### config.mk
export PLATFORM = sky130hd
export DESIGN_NAME = tri_spread_gen
export DESIGN_NICKNAME = d
export VERILOG_FILES = /design/src/rtl/tsg_pkg.sv /design/src/rtl/tsg_regs.sv /design/src/rtl/tsg_ramp.sv /design/src/rtl/tri_spread_gen.sv
export SDC_FILE = /design/constraint.sdc
export NUM_CORES = 1
export LEC_CHECK = 0
export ABC_CLOCK_PERIOD_IN_PS = 8610
export BUFFER_PORTS_ARGS = -buffer_cell sky130_fd_sc_hd__buf_2
export CAP_MARGIN = 10
export CORE_MARGIN = 2
export CORE_UTILIZATION = 65
export DETAILED_ROUTE_END_ITERATION = 8
export PLACE_DENSITY = 0.84
export SLEW_MARGIN = 20
export SYNTH_ARGS = -nofsm -noshare
export SYNTH_HDL_FRONTEND = slang
export SYNTH_SLANG_ARGS = --single-unit
### constraint.sdc
create_clock -name clk -period 8.61 [get_ports clk]
set_input_delay 0 -clock clk [delete_from_list [all_inputs] [get_ports clk]]
set_output_delay 0 -clock clk [all_outputs]
set_load 0.02 [all_outputs]
### src/rtl/tsg_pkg.sv
package tsg_pkg;
    localparam int INT_W  = 8;
    localparam int FRAC_W = 16;
    localparam int PER_W  = 12;
    localparam int STEP_W = 16;
    localparam int VAL_W  = INT_W + FRAC_W;
    localparam int ACC_W  = PER_W + STEP_W;   // period x step cannot wrap
    localparam int PER_HI_W = PER_W - 8;

    typedef struct packed {
        logic              en;
        logic [PER_W-1:0]  half_per;
        logic [INT_W-1:0]  int_part;
        logic [FRAC_W-1:0] frac_part;
        logic [STEP_W-1:0] step;
    } tsg_cfg_t;

    typedef struct packed {
        logic [ACC_W-1:0] depth;   // distance below the top value
        logic             falling;
        logic [PER_W-1:0] cnt;     // ticks spent in current half
    } tsg_ramp_t;
endpackage

### src/rtl/tsg_regs.sv
module tsg_regs
    import tsg_pkg::*;
#(
    parameter logic [7:0] BASE_ADDR = 8'h10
) (
    input  logic       clk,
    input  logic       rst_n,
    input  logic       wr,
    input  logic [7:0] addr,
    input  logic [7:0] wdata,
    output tsg_cfg_t   cfg,
    output logic [7:0] rdata,
    output logic       restart
);
    localparam logic [7:0] A_CTL = BASE_ADDR;
    localparam logic [7:0] A_PLO = BASE_ADDR + 8'd1;
    localparam logic [7:0] A_INT = BASE_ADDR + 8'd2;
    localparam logic [7:0] A_FHI = BASE_ADDR + 8'd3;
    localparam logic [7:0] A_FLO = BASE_ADDR + 8'd4;
    localparam logic [7:0] A_SHI = BASE_ADDR + 8'd5;
    localparam logic [7:0] A_SLO = BASE_ADDR + 8'd6;

    tsg_cfg_t cfg_d, cfg_q;
    logic     hit_d;

    always_comb begin
        cfg_d = cfg_q;
        hit_d = 1'b0;
        if (wr) begin
            hit_d = 1'b1;
            case (addr)
                A_CTL: begin
                    cfg_d.en = wdata[7];
                    cfg_d.half_per[PER_W-1:8] = wdata[PER_HI_W-1:0];
                end
                A_PLO: cfg_d.half_per[7:0]   = wdata;
                A_INT: cfg_d.int_part        = wdata;
                A_FHI: cfg_d.frac_part[15:8] = wdata;
                A_FLO: cfg_d.frac_part[7:0]  = wdata;
                A_SHI: cfg_d.step[15:8]      = wdata;
                A_SLO: cfg_d.step[7:0]       = wdata;
                default: hit_d = 1'b0;
            endcase
        end
    end

    always_ff @(posedge clk) begin
        if (!rst_n) cfg_q <= '0;
        else        cfg_q <= cfg_d;
    end

    always_comb begin
        case (addr)
            A_CTL:   rdata = {cfg_q.en, {(7-PER_HI_W){1'b0}}, cfg_q.half_per[PER_W-1:8]};
            A_PLO:   rdata = cfg_q.half_per[7:0];
            A_INT:   rdata = cfg_q.int_part;
            A_FHI:   rdata = cfg_q.frac_part[15:8];
            A_FLO:   rdata = cfg_q.frac_part[7:0];
            A_SHI:   rdata = cfg_q.step[15:8];
            A_SLO:   rdata = cfg_q.step[7:0];
            default: rdata = 8'h00;
        endcase
    end

    assign cfg     = cfg_q;
    assign restart = hit_d;
endmodule

### src/rtl/tsg_ramp.sv
module tsg_ramp
    import tsg_pkg::*;
(
    input  logic             clk,
    input  logic             rst_n,
    input  logic             tick,
    input  logic             restart,
    input  tsg_cfg_t         cfg,
    output logic [VAL_W-1:0] value
);
    tsg_ramp_t st_d, st_q;

    logic [ACC_W-1:0] top_ext;
    logic [ACC_W-1:0] step_ext;
    logic [PER_W:0]   cnt_next;
    logic             half_done;

    assign top_ext   = ACC_W'({cfg.int_part, cfg.frac_part});
    assign step_ext  = ACC_W'(cfg.step);
    assign cnt_next  = {1'b0, st_q.cnt} + {{PER_W{1'b0}}, 1'b1};
    assign half_done = cnt_next >= {1'b0, cfg.half_per};

    always_comb begin
        st_d = st_q;
        if (restart || !cfg.en) begin
            st_d.depth   = '0;
            st_d.falling = 1'b1;
            st_d.cnt     = '0;
        end else if (tick) begin
            if (st_q.falling)
                st_d.depth = st_q.depth + step_ext;
            else if (st_q.depth < step_ext)
                st_d.depth = '0;
            else
                st_d.depth = st_q.depth - step_ext;
            if (half_done) begin
                st_d.cnt     = '0;
                st_d.falling = !st_q.falling;
            end else begin
                st_d.cnt = cnt_next[PER_W-1:0];
            end
        end
    end

    always_ff @(posedge clk) begin
        if (!rst_n) st_q <= '{depth: '0, falling: 1'b1, cnt: '0};
        else        st_q <= st_d;
    end

    always_comb begin
        if (st_q.depth > top_ext) value = '0;
        else                      value = VAL_W'(top_ext - st_q.depth);
    end
endmodule

### src/rtl/tri_spread_gen.sv
module tri_spread_gen
    import tsg_pkg::*;
(
    input  logic             clk,
    input  logic             rst_n,
    input  logic             tick,
    input  logic             reg_wr,
    input  logic [7:0]       reg_addr,
    input  logic [7:0]       reg_wdata,
    output logic [7:0]       reg_rdata,
    output logic [VAL_W-1:0] div_value
);
    tsg_cfg_t         cfg;
    logic             restart;
    logic             en_w;
    logic [VAL_W-1:0] top_val;

    tsg_regs #(.BASE_ADDR(8'h10)) regs_i (
        .clk(clk), .rst_n(rst_n), .wr(reg_wr), .addr(reg_addr),
        .wdata(reg_wdata), .cfg(cfg), .rdata(reg_rdata), .restart(restart)
    );

    tsg_ramp ramp_i (
        .clk(clk), .rst_n(rst_n), .tick(tick), .restart(restart),
        .cfg(cfg), .value(div_value)
    );

    assign en_w    = cfg.en;
    assign top_val = {cfg.int_part, cfg.frac_part};
endmodule

==> results of run 1 <==
-- cell families after synthesis --
group	count (synthesis)	share of synthesized area
adders and majority gates	96	0.143
DFF	94	0.219
muxes	5	0.00584
and+or+nand+nor	377	0.215
xor gates and xnor gates	57	0.0582
AOI/OAI and AO/OA	335	0.282
buffers and inverters	155	0.0775
-- final timing paths --
path / endpoint / slack (ns)
setup / recovery: div_value[19] / 4.87
setup reg to reg: ramp_i.st_q[9] / 5.15
hold / removal: regs_i.cfg[1] / 0.01
hold reg to reg: regs_i.cfg[44] / 0.50
-- critical path: stages, from the launching register on --
cell       delay [ns]
dfxtp_1          0.42
inv_1            0.07
ha_1             0.41
o211ai_1         0.21
a21o_1           0.12
a31oi_1          0.14
a2111oi_0        0.84
o21ai_0          0.38
o41ai_1          0.40
xor2_1           0.17
nor2_1           0.04
buf_2            0.19
-- placed cells by master, fill, tap and decap left out, drive strengths merged, types with 6 or more instances in the layout --
| cell type | netlist | final |
|---|---|---|
| nor2b | 11 | 11 |
| buf | 10 | 61 |
| nor4 | 10 | 10 |
| inv | 98 | 101 |
| xor2 | 17 | 17 |
| xnor2 | 40 | 40 |
| o31ai | 9 | 9 |
| nand4 | 12 | 12 |
| dfxtp | 94 | 94 |
| and3 | 15 | 15 |
| nor3 | 15 | 15 |
| a21o | 17 | 17 |
| a22oi | 19 | 19 |
| o21a | 12 | 12 |
| o21ai | 39 | 39 |
| clkbuf | 44 | 10 |
| o211ai | 12 | 12 |
| o41ai | 6 | 6 |
| a211oi | 17 | 17 |
| ha | 93 | 93 |
| nor2 | 73 | 73 |
| or3 | 10 | 10 |
| o21bai | 12 | 12 |
| nand2 | 104 | 104 |
| a32o | 12 | 12 |
| a21oi | 55 | 55 |
| nand2b | 11 | 11 |
| a221oi | 13 | 13 |
| nand3 | 89 | 89 |
| a21boi | 56 | 56 |
| a31oi | 14 | 14 |
-- cell usage after synthesis (all sizes together), types with 17 or more instances --
cell    number
dfxtp       94
a211oi      17
clkbuf      44
nand3       89
ha          93
o21ai       39
a21boi      56
a21oi       55
xor2        17
nor2        73
nand2      104
inv         98
a22oi       19
a21o        17
xnor2       40
-- what timing repair did --
item,4_1_cts,5_1_grt
setup buffers,0,0
hold buffers,3,0
gates resized for setup,0,0
hold endpoints to repair,16,0
-- routing by layer --
metal	routed length, microns	vias up
met3	2910	59
met5	0	-
met2	10500	505
met1	9970	3857
met4	818	0
li1	-	4104
-- through the flow --
step	cell area (sq um)	setup WS (ns)
after floorplan	8570	5.78
after global placement	8840	5.28
after detailed placement	8840	5.24
after CTS	9190	4.88
after global routing	9190	4.57
final	9190	4.87
-- power groups by stage --
stage / sequential [mW] / clock, mW / combinational, mW
2_1_floorplan: 0.445 / 0 / 0.0309
3_3_place_gp: 0.445 / 0 / 0.0468
3_5_place_dp: 0.445 / 0 / 0.0468
4_1_cts: 0.435 / 0.444 / 0.0480
5_1_grt: 0.435 / 0.458 / 0.0527
6_report: 0.435 / 0.444 / 0.0492
-- flip-flops by register name, indices dropped and copies added, names as in the netlist --
register	cells
ramp_i.st_q	41
regs_i.cfg	53
-- area by class of cell --
cell class	count	area [sq um]	area share
Clock buffer	10	229	0.0249
Clock inverter	6	91.3	0.00994
Inverter	100	375	0.0408
Multi-Input combinational cell	870	6040	0.657
Sequential cell	94	1880	0.205
Tap cell	172	215	0.0234
Timing Repair Buffer	64	360	0.0392
==> results.ini, run 1 <==
[power]
clockPowerShare = 0.478
combPwrFrac = 0.053
p_sw_mw = 0.219
power_mw = 0.928
powerDensity_nw_per_um2 = 101
netSwitchingFraction = 0.236
seqPwrFrac = 0.469
ir_drop_uv = 97.2
p_leak_nw = 3.63
intPower_mw = 0.709

[route]
viasPerCell = 6.48
wirelength_microns = 24200
firstDrtPassIters = 9
vias = 8525
first_iter_violations = 803
wl_per_cell_microns = 18.4
drc = 0
antenna_left = 0

[global_route]
grt_first_pass_wirelength_microns = 39100
use_met1 = 0.460
grtUsageMet3 = 0.0699
grt_max_degree = 62
antenna_found_initial = 0
grt_pass1_vias = 7675
grt_use_met2 = 0.534
overflow = 0
track_usage = 0.342
grt.busiest_layer = met2

[hold_path]
min_path_type = in -> reg
worst_hold_startpoint = reg_wdata[1]
hold_depth = 3

[logic_synthesis]
synthFlopType = dfxtp_1
synth_area_sq_um = 8570
ys_async_sr_fraction = 0
synth_top_area_cell = dfxtp_1
ys_types = 78
synth_edf_count = 0
syn_area_per_cell_sq_um = 7.66
syn_inst = 1119
synth_top_area_frac = 0.219
synth_area_leaders = dfxtp_1, ha_1, nand3_1, a21boi_0, nand2_1
ys.warnings.count = 0
synth_nets = 1235
ys_seq_area_frac = 0.219
ys_ff_latch = 94

[clocking]
cts_tree = built
clk_pin_slew_ns = 0.07
clockRootBuffer = clkbuf_16
clockBufferDepth = 2
cts_sinks = 94
htree_levels = 3
numCtsBuffers = 9
clkLatencyLatePin_ns = 0.35

[timing]
tns_ns = 0
drv_slew = 0
hold_ws_ns = 0.0118
min_period_ns = 3.74
max_freq_ghz = 0.268
skew_ns = 0.00977
setup_viol = 0
slew_headroom = 0.246
hold_violations = 0
finalCritPeriodShare = 0.434
worstMarginPinSlew_ns = 1.13
rsz0062_at_grt = false

[setup_path]
timing.critical_path.from_type = flop
cp.required_ns = 8.61
r2r_cells = 11
critPathMaxFanout = 6
r2r_start = ramp_i.st_q[4]
crit_path_end_kind = output pin
arrival_ns = 3.74
path_class = reg -> out
crit_start = regs_i.cfg[18]

[die]
initial_core_util = 0.671
die_area_sq_um = 14100
rows = 41
io_pins = 52
die_w_microns = 119
core_sq_um = 12800
die_h_microns = 119

[cells_and_area]
area_delta_synth_final_pct = 7.18
final_cells = 1316
nets = 1255
utilization = 0.719
antenna_cells = 0
nFillCells = 1057
drive_above_1_share = 0.0839

[run_status]
status = completed

[placement]
dp_hpwl_microns = 18000
place_inst = 1297
gp_congestion = 1.00
port_buffers = 51

[flow_run]
drv_cap = 0

No activity file was read; power rests on OpenSTA's default activity.
==> run 2, diff against run 1 <==
- ABC_CLOCK_PERIOD_IN_PS: 8610 -> 3300
- CORE_UTILIZATION: 65 -> 57
- PLACE_DENSITY: 0.84 -> 0.78
- clock period: 8.61 -> 3.3 ns (I/O delays scaled with it)
==> results.ini, run 2 (synthesis gave the netlist of run 1 again) <==
[setup_path]
crit_start = regs_i.cfg[16]  ; was regs_i.cfg[18]
crit_path_end_kind = output pin  ; unchanged
arrival_ns = 3.18  ; was 3.74 ns
timing.critical_path.from_type = flop  ; unchanged
r2r_start = ramp_i.st_q[13]  ; was ramp_i.st_q[4]
path_class = reg -> out  ; unchanged
cp.required_ns = 3.30  ; was 8.61 ns
critPathMaxFanout = 4  ; was 6

[route]
viasPerCell = 6.42  ; was 6.48
wirelength_microns = 25700  ; was 24200 microns
vias = 8812  ; was 8525
wl_per_cell_microns = 18.8  ; was 18.4 microns
first_iter_violations = 677  ; was 803
firstDrtPassIters = 5  ; was 9
drc = 0  ; unchanged
antenna_left = 0  ; unchanged

[cells_and_area]
utilization = 0.655  ; was 0.719
area_delta_synth_final_pct = 11.5  ; was 7.18%
antenna_cells = 0  ; unchanged
nets = 1299  ; was 1255
nFillCells = 1271  ; was 1057
final_common_cell = nand2_1  ; unchanged
layout_common_cells = nand2_1, inv_1, ha_1  ; was nand2_1, inv_1, dfxtp_1
largest_reg_flops = 53  ; unchanged
drive_above_1_share = 0.131  ; was 0.0839

[timing]
min_period_ns = 3.18
drv_slew = 0  ; unchanged
max_freq_ghz = 0.315
finalCritPeriodShare = 0.963
worstMarginPinSlew_ns = 0.994  ; was 1.13 ns
skew_ns = 0.00773  ; was 0.00977 ns
hold_violations = 0  ; unchanged
finalWorstSetupSlack_ns = 0.123  ; was 4.87 ns
slew_headroom = 0.335  ; was 0.246
tns_ns = 0  ; unchanged
setup_viol = 0  ; unchanged

[clocking]
htree_levels = 3  ; unchanged
clockRootBuffer = clkbuf_16  ; unchanged
cts_sinks = 94  ; unchanged
clockBufferDepth = 2  ; unchanged
clk_pin_slew_ns = 0.07  ; about the same
numCtsBuffers = 9  ; unchanged
clkLatencyLatePin_ns = 0.36  ; was 0.35 ns
cts_tree = built  ; unchanged

[placement]
port_buffers = 51  ; unchanged
dp_hpwl_microns = 19500  ; was 18000 microns
gp_congestion = 1.01  ; was 1.00
place_ws_ns = 0.109  ; was 5.24 ns

[die]
initial_core_util = 0.588  ; was 0.671
rows = 44  ; was 41
die_area_sq_um = 16000  ; was 14100 sq um
io_pins = 52  ; unchanged
die_h_microns = 127  ; was 119 microns
die_w_microns = 127  ; was 119 microns
core_sq_um = 14600  ; was 12800 sq um

[global_route]
overflow = 0  ; unchanged
grt_pass1_vias = 7920  ; was 7675
grt_first_pass_wirelength_microns = 40800  ; was 39100 microns
grt_max_degree = 61  ; was 62
track_usage = 0.315  ; was 0.342
antenna_found_initial = 0  ; unchanged

[hold_path]
worst_hold_startpoint = reg_wdata[3]  ; was reg_wdata[1]
min_path_type = in -> reg  ; unchanged

[power]
ir_drop_uv = 342  ; was 97.2 uV
power_mw = 2.30  ; was 0.928 mW
p_leak_nw = 3.85  ; was 3.63 nW
powerDensity_nw_per_um2 = 241  ; was 101 nW/um^2

[run_status]
status = completed  ; unchanged

[flow_run]
drv_cap = 0  ; unchanged

## run 2: worst paths after layout
path,slack (ns),cells past startpoint,endpoint
hold reg to reg,0.50,2,regs_i.cfg[45]
hold / removal,0.007,3,regs_i.cfg[3]
setup reg to reg,0.20,12,ramp_i.st_q[29]
setup / recovery,0.12,14,div_value[20]
## run 2: what timing repair did
action | in CTS | in global routing
pin swaps | 2 | 5
buffers inserted | 0 | 3
endpoints found under the setup margin | 5 | 41
hold buffers | 5 | 0
gates resized for setup | 8 | 16
endpoints found under the hold margin | 18 | 0
## run 2: layout make-up
class / count / area [sq um] / share of cell area
clock buffer: 9 / 225 / 0.0236
clock inverter: 7 / 56.3 / 0.00589
inverter: 100 / 375 / 0.0393
multi-input combinational: 870 / 6080 / 0.636
sequential: 94 / 1890 / 0.198
tap: 184 / 230 / 0.0241
timing repair buffer: 108 / 699 / 0.0731
## run 2: worst max-delay path, cell delays in order (launching register included)
cell and delay [ns]:
dfxtp_1 0.33, inv_1 0.06, ha_1 0.16, inv_1 0.05, fa_1 0.40, nand3_1 0.12, a21boi_1 0.10, o41ai_2 0.28
buf_4 0.18, a21oi_2 0.08, a221o_1 0.36, a221oi_2 0.29, xor2_1 0.19, nor2_1 0.05, buf_2 0.15
## run 2: power by group
group | total [mW] | internal, mW | switching [mW]
registers | 1.13 | 1.13 | 0.00123
logic | 0.137 | 0.0498 | 0.0874
clock network | 1.03 | 0.522 | 0.508
## run 2: metrics by stage
step,instances,hold WS [ns],cell area (sq um)
floorplan,1119,0.156,8570
global placement,1348,0.344,9150
detailed placement,1348,0.351,9150
CTS,1369,0.00284,9500
global route,1372,0.00930,9560
finish,1372,0.00730,9560
## run 2: layer usage
| layer | global-route usage | part of all wire |
|---|---|---|
| met3 | 0.0540 | 0.11 |
| met1 | 0.451 | 0.43 |
| met5 | 0 | 0 |
| met2 | 0.479 | 0.43 |
| met4 | 0.109 | 0.030 |
==> run 3, diff against run 2 <==
- CORE_MARGIN: 2 -> not set
- CORE_UTILIZATION: 57 -> 50
- PLACE_DENSITY: 0.78 -> 0.7
==> results.ini, run 3 (synthesis gave the netlist of run 1 again) <==
[placement]
place_ws_ns = 0.215  ; was 0.109 ns
gp_congestion = 0.954  ; was 1.01
dp_hpwl_microns = 19700  ; was 19500 microns
port_buffers = 51  ; unchanged

[clocking]
clockRootBuffer = clkbuf_16  ; unchanged
clk_pin_slew_ns = 0.07  ; about the same
numCtsBuffers = 9  ; unchanged
htree_levels = 3  ; unchanged
cts_sinks = 94  ; unchanged
cts_tree = built  ; unchanged
clockBufferDepth = 2  ; unchanged
clkLatencyLatePin_ns = 0.36  ; about the same

[global_route]
antenna_found_initial = 0  ; unchanged
grt_pass1_vias = 7646  ; was 7920
overflow = 0  ; unchanged
grt_first_pass_wirelength_microns = 41200  ; was 40800 microns
track_usage = 0.296  ; was 0.315
grt_max_degree = 61  ; unchanged

[cells_and_area]
drive_above_1_share = 0.139  ; was 0.131
layout_common_cells = nand2_1, inv_1, nand3_1  ; was nand2_1, inv_1, ha_1
area_delta_synth_final_pct = 13.5  ; was 11.5%
largest_reg_flops = 53  ; unchanged
antenna_cells = 0  ; unchanged
utilization = 0.585  ; was 0.655
final_common_cell = nand2_1  ; unchanged
nets = 1301  ; was 1299

[die]
initial_core_util = 0.515  ; was 0.588
die_w_microns = 133  ; was 127 microns
rows = 47  ; was 44
die_area_sq_um = 17700  ; was 16000 sq um
core_sq_um = 16600  ; was 14600 sq um
die_h_microns = 133  ; was 127 microns
io_pins = 52  ; unchanged

[timing]
min_period_ns = 3.22  ; was 3.18 ns
drv_slew = 0  ; unchanged
slew_headroom = 0.344  ; was 0.335
max_freq_ghz = 0.311  ; was 0.315 GHz
skew_ns = 0.00951  ; was 0.00773 ns
setup_viol = 0  ; unchanged
hold_violations = 0  ; unchanged
tns_ns = 0  ; unchanged
rsz0062_at_grt = false
hold_ws_ns = 0.0231  ; was 0.00730 ns
finalWorstSetupSlack_ns = 0.0812  ; was 0.123 ns
finalCritPeriodShare = 0.975  ; was 0.963
worstMarginPinSlew_ns = 0.981  ; was 0.994 ns

[setup_path]
crit_path_end_kind = output pin  ; unchanged
cp.required_ns = 3.30  ; about the same
r2r_slack_ns = 0.24  ; was 0.20 ns
critPathMaxFanout = 24  ; was 4
timing.critical_path.from_type = flop  ; unchanged
arrival_ns = 3.22  ; was 3.18 ns
path_class = reg -> out  ; unchanged

[power]
ir_drop_uv = 260  ; was 342 uV
powerDensity_nw_per_um2 = 258  ; was 241 nW/um^2
power_mw = 2.51  ; was 2.30 mW
p_leak_nw = 3.90  ; was 3.85 nW

[route]
wl_per_cell_microns = 18.4  ; was 18.8 microns
wirelength_microns = 25900  ; was 25700 microns
drc = 0  ; unchanged
vias = 8518  ; was 8812
first_iter_violations = 696  ; was 677
viasPerCell = 6.04  ; was 6.42
firstDrtPassIters = 7  ; was 5
antenna_left = 0  ; unchanged

[flow_run]
drv_cap = 0  ; unchanged

[hold_path]
min_path_type = in -> reg  ; unchanged

[run_status]
status = completed  ; unchanged

-- run 3: changes by cell type in the layout (fill, tap and decap cells not counted), sizes merged --
cell      delta
buf          +2
bufinv       +3
clkbuf       +1
clkinv       -2
clkinvlp     -1
inv          -1
-- run 3: per-layer routing --
layer / routed length, microns / vias up / GRT usage
li1: - / 4193 / -
met1: 11800 / 3894 / 0.426
met2: 10700 / 376 / 0.420
met3: 2490 / 55 / 0.0529
met4: 979 / 0 / 0.148
met5: 0 / - / 0
-- run 3: path summary, 6_finish.rpt --
path	from	depth (start not counted)	to
setup reg to reg	ramp_i.st_q[13]	13	ramp_i.st_q[37]
setup / recovery	regs_i.cfg[24]	12	div_value[7]
hold / removal	reg_wdata[0]	3	regs_i.cfg[32]
hold reg to reg	regs_i.cfg[47]	2	regs_i.cfg[47]
-- run 3: per-stage QoR --
stage / area [sq um] / cells
final: 9730 / 1410
after global routing: 9730 / 1410
after CTS: 9630 / 1409
after detailed placement: 9220 / 1387
after global placement: 9220 / 1387
after floorplan: 8570 / 1119
-- run 3: cell type report --
type / instances / area [sq um]
clock inverters: 6 / 115
flip-flops and latches: 94 / 1890
clock buffers: 10 / 229
well taps: 220 / 275
fillers: 1531 / 6910
multi-input cells: 870 / 6130
repair buffers: 110 / 716
inverters: 100 / 375
-- run 3: worst max-delay path, cell delays in order, from the launching register on --
cell	delay, ns
dfxtp_2	0.41
inv_1	0.07
ha_2	0.32
and3_2	0.27
a221oi_1	0.25
o21ai_0	0.15
a2111oi_1	0.42
o21ai_0	0.16
a21oi_1	0.20
a31oi_2	0.05
buf_4	0.21
nor3_1	0.20
buf_4	0.17
-- run 3: power breakdown --
| group | switching, mW | internal, mW |
|---|---|---|
| registers | 0.00119 | 1.13 |
| clock network | 0.490 | 0.747 |
| logic | 0.0872 | 0.0499 |
-- run 3: timing repair --
action                     in CTS  in global routing
setup endpoints to repair      24                 28
hold endpoints to repair       20                  0
hold buffers                    5                  0
setup buffers                   1                  1
pin swaps                       2                  8
gates resized for setup         6                 26
